[config.mk]
export PLATFORM = sky130hd
export DESIGN_NAME = uart_mute_rx
export DESIGN_NICKNAME = d
export VERILOG_FILES = /design/src/rtl/uart_mute_pkg.sv /design/src/rtl/uart_rx_sync.sv /design/src/rtl/uart_rx_frame.sv /design/src/rtl/uart_rx_idle.sv /design/src/rtl/uart_mute_regs.sv /design/src/rtl/uart_mute_rx.sv
export SDC_FILE = /design/constraint.sdc
export NUM_CORES = 1
export LEC_CHECK = 0
export ABC_AREA = 1
export BUFFER_PORTS_ARGS = -buffer_cell sky130_fd_sc_hd__buf_2
export CAP_MARGIN = 20
export CELL_PAD_IN_SITES_DETAIL_PLACEMENT = 0
export CELL_PAD_IN_SITES_GLOBAL_PLACEMENT = 1
export CORE_MARGIN = 2
export CORE_UTILIZATION = 30
export CTS_CLUSTER_SIZE = 40
export DETAILED_ROUTE_END_ITERATION = 10
export PLACE_DENSITY = 0.72
export SLEW_MARGIN = 20
export SYNTH_ARGS = -nofsm -noshare
export SYNTH_HDL_FRONTEND = slang
export SYNTH_SLANG_ARGS = --single-unit
[constraint.sdc]
create_clock -name clk -period 1.4 [get_ports clk]
set_input_delay 0.14 -clock clk [delete_from_list [all_inputs] [get_ports clk]]
set_output_delay 0.14 -clock clk [all_outputs]
set_load 0.02 [all_outputs]
[src/rtl/uart_mute_pkg.sv]
package uart_mute_pkg;

   typedef enum logic {
      RX_WAIT = 1'b0,
      RX_BUSY = 1'b1
   } rx_state_e;

   localparam logic [1:0] A_CTRL = 2'd0;
   localparam logic [1:0] A_STAT = 2'd1;
   localparam logic [1:0] A_DATA = 2'd2;

   localparam int C_MUTE      = 0;
   localparam int C_WAKE_ADDR = 1;
   localparam int C_INT_EN    = 2;
   localparam int C_RX_EN     = 3;
   localparam int C_TX_EN     = 4;
   localparam int C_BRK       = 5;
   localparam int C_MUTE_QUAL = 7;

   localparam int S_RDY  = 0;
   localparam int S_MUTE = 1;
   localparam int S_BUSY = 2;

endpackage

[src/rtl/uart_rx_sync.sv]
module uart_rx_sync #(
   parameter int STAGES = 2
) (
   input  logic clk,
   input  logic rst_n,
   input  logic din,
   output logic dout
);

   generate
      if (STAGES == 0) begin : g_bypass
         assign dout = din;
      end else begin : g_chain
         logic [STAGES-1:0] pipe;
         always_ff @(posedge clk) begin
            if (!rst_n) begin
               pipe <= '1;
            end else if (STAGES == 1) begin
               pipe <= din;
            end else begin
               pipe <= {pipe[STAGES-2:0], din};
            end
         end
         assign dout = pipe[STAGES-1];
      end
   endgenerate

endmodule

[src/rtl/uart_rx_frame.sv]
module uart_rx_frame
   import uart_mute_pkg::*;
#(
   parameter int OVS    = 16,
   parameter int DATA_W = 9
) (
   input  logic              clk,
   input  logic              rst_n,
   input  logic              tick,
   input  logic              en,
   input  logic              rx,
   output logic              busy,
   output logic              frame_done,
   output logic              addr_mark,
   output logic [DATA_W-1:0] data
);

   localparam int PW = $clog2(OVS);
   localparam int BW = $clog2(DATA_W + 2);
   localparam logic [PW-1:0] P_S0   = PW'(OVS / 2 - 1);
   localparam logic [PW-1:0] P_S1   = PW'(OVS / 2);
   localparam logic [PW-1:0] P_S2   = PW'(OVS / 2 + 1);
   localparam logic [PW-1:0] P_LAST = PW'(OVS - 1);
   localparam logic [BW-1:0] B_MSB  = BW'(DATA_W);
   localparam logic [BW-1:0] B_STOP = BW'(DATA_W + 1);

   rx_state_e         state;
   logic [PW-1:0]     phase;
   logic [BW-1:0]     bit_idx;
   logic              smp0, smp1;
   logic              vote;
   logic [DATA_W-1:0] shreg;

   assign vote = (smp0 & smp1) | (smp0 & rx) | (smp1 & rx);

   always_ff @(posedge clk) begin
      if (!rst_n) begin
         state      <= RX_WAIT;
         phase      <= '0;
         bit_idx    <= '0;
         smp0       <= 1'b1;
         smp1       <= 1'b1;
         shreg      <= '0;
         frame_done <= 1'b0;
         addr_mark  <= 1'b0;
      end else begin
         frame_done <= 1'b0;
         addr_mark  <= 1'b0;
         if (!en) begin
            state <= RX_WAIT;
         end else if (tick) begin
            case (state)
               RX_WAIT: begin
                  if (!rx) begin
                     state   <= RX_BUSY;
                     phase   <= PW'(1);
                     bit_idx <= '0;
                  end
               end
               RX_BUSY: begin
                  if (phase == P_LAST) begin
                     phase   <= '0;
                     bit_idx <= bit_idx + BW'(1);
                  end else begin
                     phase <= phase + PW'(1);
                  end
                  if (phase == P_S0) smp0 <= rx;
                  if (phase == P_S1) smp1 <= rx;
                  if (phase == P_S2) begin
                     if (bit_idx == '0) begin
                        if (vote) state <= RX_WAIT;
                     end else if (bit_idx == B_STOP) begin
                        frame_done <= 1'b1;
                        state      <= RX_WAIT;
                     end else begin
                        for (int i = 0; i < DATA_W; i++) begin
                           if (bit_idx == BW'(i + 1)) shreg[i] <= vote;
                        end
                        if (bit_idx == B_MSB && vote) addr_mark <= 1'b1;
                     end
                  end
               end
               default: state <= RX_WAIT;
            endcase
         end
      end
   end

   assign busy = (state == RX_BUSY);
   assign data = shreg;

endmodule

[src/rtl/uart_rx_idle.sv]
module uart_rx_idle #(
   parameter int LIMIT = 176
) (
   input  logic clk,
   input  logic rst_n,
   input  logic tick,
   input  logic en,
   input  logic rx,
   output logic idle_pulse
);

   localparam int CW = $clog2(LIMIT + 1);
   localparam logic [CW-1:0] C_MAX = CW'(LIMIT);

   logic [CW-1:0] run_len;

   always_ff @(posedge clk) begin
      if (!rst_n) begin
         run_len    <= '0;
         idle_pulse <= 1'b0;
      end else begin
         idle_pulse <= 1'b0;
         if (!en || !rx) begin
            run_len <= '0;
         end else if (tick && run_len != C_MAX) begin
            run_len <= run_len + CW'(1);
            if (run_len == C_MAX - CW'(1)) idle_pulse <= 1'b1;
         end
      end
   end

endmodule

[src/rtl/uart_mute_regs.sv]
module uart_mute_regs
   import uart_mute_pkg::*;
#(
   parameter int DATA_W = 9,
   parameter int REG_W  = 16
) (
   input  logic              clk,
   input  logic              rst_n,
   input  logic              reg_wr,
   input  logic              reg_rd,
   input  logic [1:0]        reg_addr,
   input  logic [REG_W-1:0]  reg_wdata,
   output logic [REG_W-1:0]  reg_rdata,
   input  logic              frame_done,
   input  logic              addr_mark,
   input  logic              idle_pulse,
   input  logic              busy,
   input  logic [DATA_W-1:0] rx_data,
   output logic              rdy,
   output logic              irq,
   output logic              rx_en,
   output logic              mute,
   output logic              wake_addr
);

   logic              int_en, tx_en, brk;
   logic [DATA_W-1:0] data_q;
   logic              ctrl_wr, mute_wr, data_rd, wake_evt, keep;

   assign ctrl_wr  = reg_wr && reg_addr == A_CTRL;
   assign mute_wr  = ctrl_wr && reg_wdata[C_MUTE_QUAL];
   assign data_rd  = reg_rd && reg_addr == A_DATA;
   assign wake_evt = mute && (wake_addr ? addr_mark : idle_pulse);
   assign keep     = frame_done && !mute;

   always_ff @(posedge clk) begin
      if (!rst_n) begin
         mute      <= 1'b0;
         wake_addr <= 1'b0;
         int_en    <= 1'b0;
         rx_en     <= 1'b0;
         tx_en     <= 1'b0;
         brk       <= 1'b0;
      end else begin
         if (ctrl_wr) begin
            wake_addr <= reg_wdata[C_WAKE_ADDR];
            int_en    <= reg_wdata[C_INT_EN];
            rx_en     <= reg_wdata[C_RX_EN];
            tx_en     <= reg_wdata[C_TX_EN];
            brk       <= reg_wdata[C_BRK];
         end
         if (wake_evt) begin
            mute <= 1'b0;
         end else if (mute_wr) begin
            mute <= reg_wdata[C_MUTE];
         end
      end
   end

   always_ff @(posedge clk) begin
      if (!rst_n) begin
         rdy    <= 1'b0;
         data_q <= '0;
      end else begin
         if (keep) begin
            rdy    <= 1'b1;
            data_q <= rx_data;
         end else if (data_rd) begin
            rdy <= 1'b0;
         end
      end
   end

   always_comb begin
      reg_rdata = '0;
      case (reg_addr)
         A_CTRL: begin
            reg_rdata[C_MUTE]      = mute;
            reg_rdata[C_WAKE_ADDR] = wake_addr;
            reg_rdata[C_INT_EN]    = int_en;
            reg_rdata[C_RX_EN]     = rx_en;
            reg_rdata[C_TX_EN]     = tx_en;
            reg_rdata[C_BRK]       = brk;
         end
         A_STAT: begin
            reg_rdata[S_RDY]  = rdy;
            reg_rdata[S_MUTE] = mute;
            reg_rdata[S_BUSY] = busy;
         end
         A_DATA: reg_rdata[DATA_W-1:0] = data_q;
         default: reg_rdata = '0;
      endcase
   end

   assign irq = rdy & int_en;

endmodule

[src/rtl/uart_mute_rx.sv]
module uart_mute_rx
   import uart_mute_pkg::*;
#(
   parameter int OVS         = 16,
   parameter int DATA_W      = 9,
   parameter int REG_W       = 16,
   parameter int SYNC_STAGES = 2
) (
   input  logic             clk,
   input  logic             rst_n,
   input  logic             tick,
   input  logic             rxd,
   input  logic             reg_wr,
   input  logic             reg_rd,
   input  logic [1:0]       reg_addr,
   input  logic [REG_W-1:0] reg_wdata,
   output logic [REG_W-1:0] reg_rdata,
   output logic             rdy,
   output logic             irq
);

   localparam int IDLE_TICKS = OVS * (DATA_W + 2);

   generate
      if (OVS < 4 || (OVS % 2) != 0) begin : g_bad_ovs
         $error("OVS must be even and at least 4");
      end
      if (DATA_W < 5 || DATA_W > 9) begin : g_bad_data
         $error("DATA_W must lie between 5 and 9");
      end
      if (REG_W < 8 || REG_W < DATA_W) begin : g_bad_reg
         $error("REG_W must hold the data and control fields");
      end
      if (SYNC_STAGES < 0 || SYNC_STAGES > 3) begin : g_bad_sync
         $error("SYNC_STAGES must lie between 0 and 3");
      end
   endgenerate

   logic              rx_s;
   logic              busy, frame_done, addr_mark, idle_pulse;
   logic              rx_en, mute, wake_addr, idle_en;
   logic [DATA_W-1:0] rx_data;

   assign idle_en = rx_en & mute & ~wake_addr;

   uart_rx_sync #(.STAGES(SYNC_STAGES)) u_sync (
      .clk  (clk),
      .rst_n(rst_n),
      .din  (rxd),
      .dout (rx_s)
   );

   uart_rx_frame #(.OVS(OVS), .DATA_W(DATA_W)) u_frame (
      .clk       (clk),
      .rst_n     (rst_n),
      .tick      (tick),
      .en        (rx_en),
      .rx        (rx_s),
      .busy      (busy),
      .frame_done(frame_done),
      .addr_mark (addr_mark),
      .data      (rx_data)
   );

   uart_rx_idle #(.LIMIT(IDLE_TICKS)) u_idle (
      .clk       (clk),
      .rst_n     (rst_n),
      .tick      (tick),
      .en        (idle_en),
      .rx        (rx_s),
      .idle_pulse(idle_pulse)
   );

   uart_mute_regs #(.DATA_W(DATA_W), .REG_W(REG_W)) u_regs (
      .clk       (clk),
      .rst_n     (rst_n),
      .reg_wr    (reg_wr),
      .reg_rd    (reg_rd),
      .reg_addr  (reg_addr),
      .reg_wdata (reg_wdata),
      .reg_rdata (reg_rdata),
      .frame_done(frame_done),
      .addr_mark (addr_mark),
      .idle_pulse(idle_pulse),
      .busy      (busy),
      .rx_data   (rx_data),
      .rdy       (rdy),
      .irq       (irq),
      .rx_en     (rx_en),
      .mute      (mute),
      .wake_addr (wake_addr)
   );

endmodule

==> results summary <==
The number of vias in the routed layout came out at ~2400. The worst register-to-register path ends at u_idle.run_len[7]$_SDFFE_PP0P_. The worst path uses between 90% and 100% of the clock period. The path class of the tightest hold or removal check is input port to register. The horizontal die dimension is 96.8 um. The routed design has 5920 um of wire. Entering global routing, the biggest net connects 27 pins. The per-cell via count in the routed design is 4.50. In the final timing run, aggregate negative setup slack is 0 ns. The worst hold path terminates at u_sync.g_chain.pipe[0]$_SDFF_PN1_. The floorplan step defined a die boundary enclosing between 9000 and 10000 sq um. The number of filler cells placed in the layout is approximately 900. The area share of fa/ha/maj cells after synthesis came out at between 4 and 5%. The overall routing resource usage came out at 13.1%.

Excluding fillers, the count of instances in the completed layout stands at between 500 and 600. The critical path is of the register to output pin type. The initial utilization of the core area, before any placement, comes to a little under a third.

The sequential cell fraction of total power is about 53%. The TritonCTS clock tree is done. After synthesis, the share of cell area in mux cells is 0%. The flow ran to the end, and the final reports show no timing, DRC or antenna violations. The cell area reported after detailed placement is about 2900 sq um.

The number of sinks on the clock net is roughly 50. The internal portion of the total power is between 0.002 and 0.0025 W. The root buffer cell is sky130_fd_sc_hd__clkbuf_8.

In the synthesized netlist the dominant register cell turns out to be sky130_fd_sc_hd__dfxtp_1. Before CTS, the worst setup slack after placement is approximately 0.035 ns. The row count is 33. The via count of the first global-routing pass came to ~2300. The net load switching power is ~0.00062 W. The post-route worst setup slack is between 0.06 and 0.07 ns. The routability congestion estimate from global placement is ~0.8.

After clock tree synthesis, the clock-pin slew on the worst setup and hold paths is about 0.090 ns. Dividing total power by cell area gives a power density of between 800 and 900 nW/um^2. The first-pass GRT wire length came out at 10300 um. The total number of H-tree levels is 2. The XOR/XNOR share of the synthesized area came out at about 1.4%.

The category of the worst setup path capture point is an output pin. By area, the combinational part of the netlist is dominated by simple AND/OR/NAND/NOR gates. In this run the most critical hold path is launched from rxd. The required time of the critical path is approximately 1.3 ns. The worst register-to-register path begins at u_idle.run_len[0]$_SDFFE_PP0P_. The number of nets still failing antenna checks after routing is 0. The number of antenna repair diodes came out at 0.

The top fanout value on the critical path came out at 4. The number of cells after detailed placement is roughly 510. For this run, design rule violations remaining after detail routing come to 0. Before antenna repair, the detailed router went through 4 iterations. The post-synth design cell area came out at between 2000 and 3000 sq um. The basic-gate share of the synthesized area counting and, or, nand and nor cells is between 30 and 40%. The total half-perimeter wirelength after legalization and detailed placement is 4500 um. The fraction of power spent switching nets is 23.5%. Summing the sequential cell areas from Yosys gives 37.9% of the chip area. The instance count along the most critical hold path is 2.

The category of the worst setup path launch point is a register. The number of antenna violations at the first check in global routing came out at 0. The die boundary height came out at 96.8 um. After the last flow step, the layout net total stands at 450. The footprint of the multi-input gates is roughly 1400 sq um. Across the whole layout, storage elements account for ~1000 sq um. The analysis attributes to cell leakage a power of approximately 1.3 nW. The number of buffers created by CTS came out at 5. The compound-gate portion of the synthesized area came out at around an eighth. In this run the tool buffered the top-level ports with 25 buffer cells. The core region area is 8300 sq um. The setup slack of the worst register-to-register path is 0.10 ns. The number of max-slew violations in the final report is 0.

The post-route netlist has a little under a quarter of its cells at a drive strength greater than 1. Counting along the longest clock path gives a buffer depth of 2. For the worst flop-to-flop path, the logic depth is 7. The highest ir drop seen on vdd is around 420 uV.

Of the total power, combinational logic draws 6.3%. In the synthesized netlist the async set-or-reset flop fraction comes to 0%. The clock tree skew after final layout came out at between 0.005 and 0.006 ns.

The cell count after synthesis is around 380. The synthesis warning total is 0. The number of library cell types mapped by synthesis is 32.

The final critical path time including I/O delays and setup came out at roughly 1.3 ns. The fmax is between 700 and 800 MHz. Dividing the detail-routed wire length by the instance count gives roughly 11 um. The later pin in the worst-skew pair is clocked with a latency of approximately 0.31 ns. The post-route cell area came out at around 3100 sq um. The count of routing violations after the opening detailed-route iteration came out at 54. The average instance area after synthesis came out at 6.86 sq um. The area added between synthesis and finish is 19.9%.

The register bit total from synthesis came out at a little under 50. The final count of negative-setup-slack endpoints came out at 0. Setup repair after global routing could not meet its margin everywhere.

The portion of total power attributed to the clock network came out at approximately two fifths. The hold violation total from the final report came out at 0. The I/O pin count is 42. At the worst endpoint, the arrival time is approximately 1.2 ns. The tool flagged a number of max-cap violations equal to 0. The count of flip-flops with a built-in enable after synthesis came out at 0.

The remaining global-route overflow is 0.
what timing repair did:
item	CTS	global route
pin swaps	0	9
hold buffers	0	0
gates resized for setup	1	32
setup buffers	0	1
setup endpoints to repair	1	24
per-layer routing:
metal / vias up / wire (um) / track usage [%]
li1: 1274 / - / -
met1: 1042 / 2970 / 17.5
met2: 33 / 2640 / 21.0
met3: 7 / 212 / 3.32
met4: 0 / 99 / 4.01
met5: - / 0 / 0
through the flow:
step,hold slack [ns],total power (W),utilization (%)
final,0.0137,0.00266,37.3
after global routing,0.00957,0.00277,37.3
after CTS,0.00870,0.00270,36.2
after detailed placement,0.336,0.00161,34.8
after global placement,0.332,0.00161,34.8
after floorplan,0.247,0.00156,-
critical path, cell delays in order, from the launching register on:
cell                       delay [ns]
sky130_fd_sc_hd__dfxtp_1         0.40
sky130_fd_sc_hd__inv_1           0.12
sky130_fd_sc_hd__o211ai_1        0.17
sky130_fd_sc_hd__buf_2           0.19
worst max path at each step:
stage                                               start                              end  cells past startpoint
after detailed placement    u_frame.phase[0]$_SDFFE_PN0P_  u_frame.bit_idx[1]$_SDFFE_PN0P_                     10
after CTS                   u_frame.phase[0]$_SDFFE_PN0P_  u_frame.bit_idx[1]$_SDFFE_PN0P_                     10
after floorplan           u_frame.bit_idx[0]$_SDFFE_PN0P_     u_frame.data[7]$_SDFFE_PN0P_                      8
after global placement      u_frame.phase[0]$_SDFFE_PN0P_  u_frame.bit_idx[1]$_SDFFE_PN0P_                     10
final                            u_regs.mute$_SDFFE_PP0P_                     reg_rdata[0]                      3
after global routing        u_frame.phase[1]$_SDFFE_PN0P_     u_frame.data[1]$_SDFFE_PN0P_                      9
cell usage in the layout, fill, tap and decap left out, types with 7 or more instances in the layout:
cell / n
sky130_fd_sc_hd__inv_1: 40
sky130_fd_sc_hd__dfxtp_2: 7
sky130_fd_sc_hd__o21ai_0: 19
sky130_fd_sc_hd__conb_1: 7
sky130_fd_sc_hd__nand3_1: 31
sky130_fd_sc_hd__a21oi_1: 24
sky130_fd_sc_hd__dfxtp_1: 40
sky130_fd_sc_hd__buf_2: 25
sky130_fd_sc_hd__nor2_1: 53
sky130_fd_sc_hd__nand2_1: 78
sky130_fd_sc_hd__buf_4: 16
sky130_fd_sc_hd__ha_1: 7
sky130_fd_sc_hd__nor2_2: 9
cells by family after synthesis:
logic type	count (synthesis)
AND/OR/NAND/NOR	200
buffers and inverters	60
AO/OA/AOI/OAI	54
flip-flops	49
adder cells (fa/ha/maj)	9
XOR/XNOR	4
other	1
synthesized netlist by cell type, types with 3 or more instances:
| cell | instances | area (sq um) |
|---|---|---|
| sky130_fd_sc_hd__a21oi_1 | 25 | 125 |
| sky130_fd_sc_hd__nand4_1 | 6 | 37.5 |
| sky130_fd_sc_hd__inv_2 | 5 | 18.8 |
| sky130_fd_sc_hd__nor2_2 | 3 | 18.8 |
| sky130_fd_sc_hd__dfxtp_1 | 49 | 981 |
| sky130_fd_sc_hd__nand2_2 | 4 | 25.0 |
| sky130_fd_sc_hd__buf_4 | 9 | 67.6 |
| sky130_fd_sc_hd__ha_1 | 9 | 113 |
| sky130_fd_sc_hd__nor3_1 | 3 | 15.0 |
| sky130_fd_sc_hd__xor2_1 | 3 | 26.3 |
| sky130_fd_sc_hd__buf_2 | 3 | 15.0 |
| sky130_fd_sc_hd__nand2_1 | 83 | 312 |
| sky130_fd_sc_hd__nand3_1 | 32 | 160 |
| sky130_fd_sc_hd__o21ai_0 | 19 | 95.1 |
| sky130_fd_sc_hd__inv_1 | 41 | 154 |
| sky130_fd_sc_hd__nor2_4 | 3 | 33.8 |
| sky130_fd_sc_hd__nor2_1 | 60 | 225 |
power by group through the flow:
stage	sequential [W]	clock [W]	combinational (W)
final	0.00141	0.00108	0.000167
after global placement	0.00145	0	0.000162
after CTS	0.00141	0.00112	0.000165
after global routing	0.00141	0.00117	0.000187
after floorplan	0.00144	0	0.000118
after detailed placement	0.00145	0	0.000164
cell type report:
class / count / area share, %
Multi-Input combinational cell: 274 / 46.2
Sequential cell: 49 / 32.2
Timing Repair Buffer: 41 / 7.91
Inverter: 46 / 5.57
Tap cell: 105 / 4.24
Clock buffer: 6 / 2.66
Clock inverter: 2 / 1.21
sequential cells by signal, summed over array words and instances (netlist names), 2 cells and up:
signal and cells:
u_frame.data 9, u_sync.g_chain.pipe 2, u_idle.run_len 8, u_frame.bit_idx 4, u_frame.phase 4, u_regs.data_q 9
No activity file was read; power rests on OpenSTA's default activity.
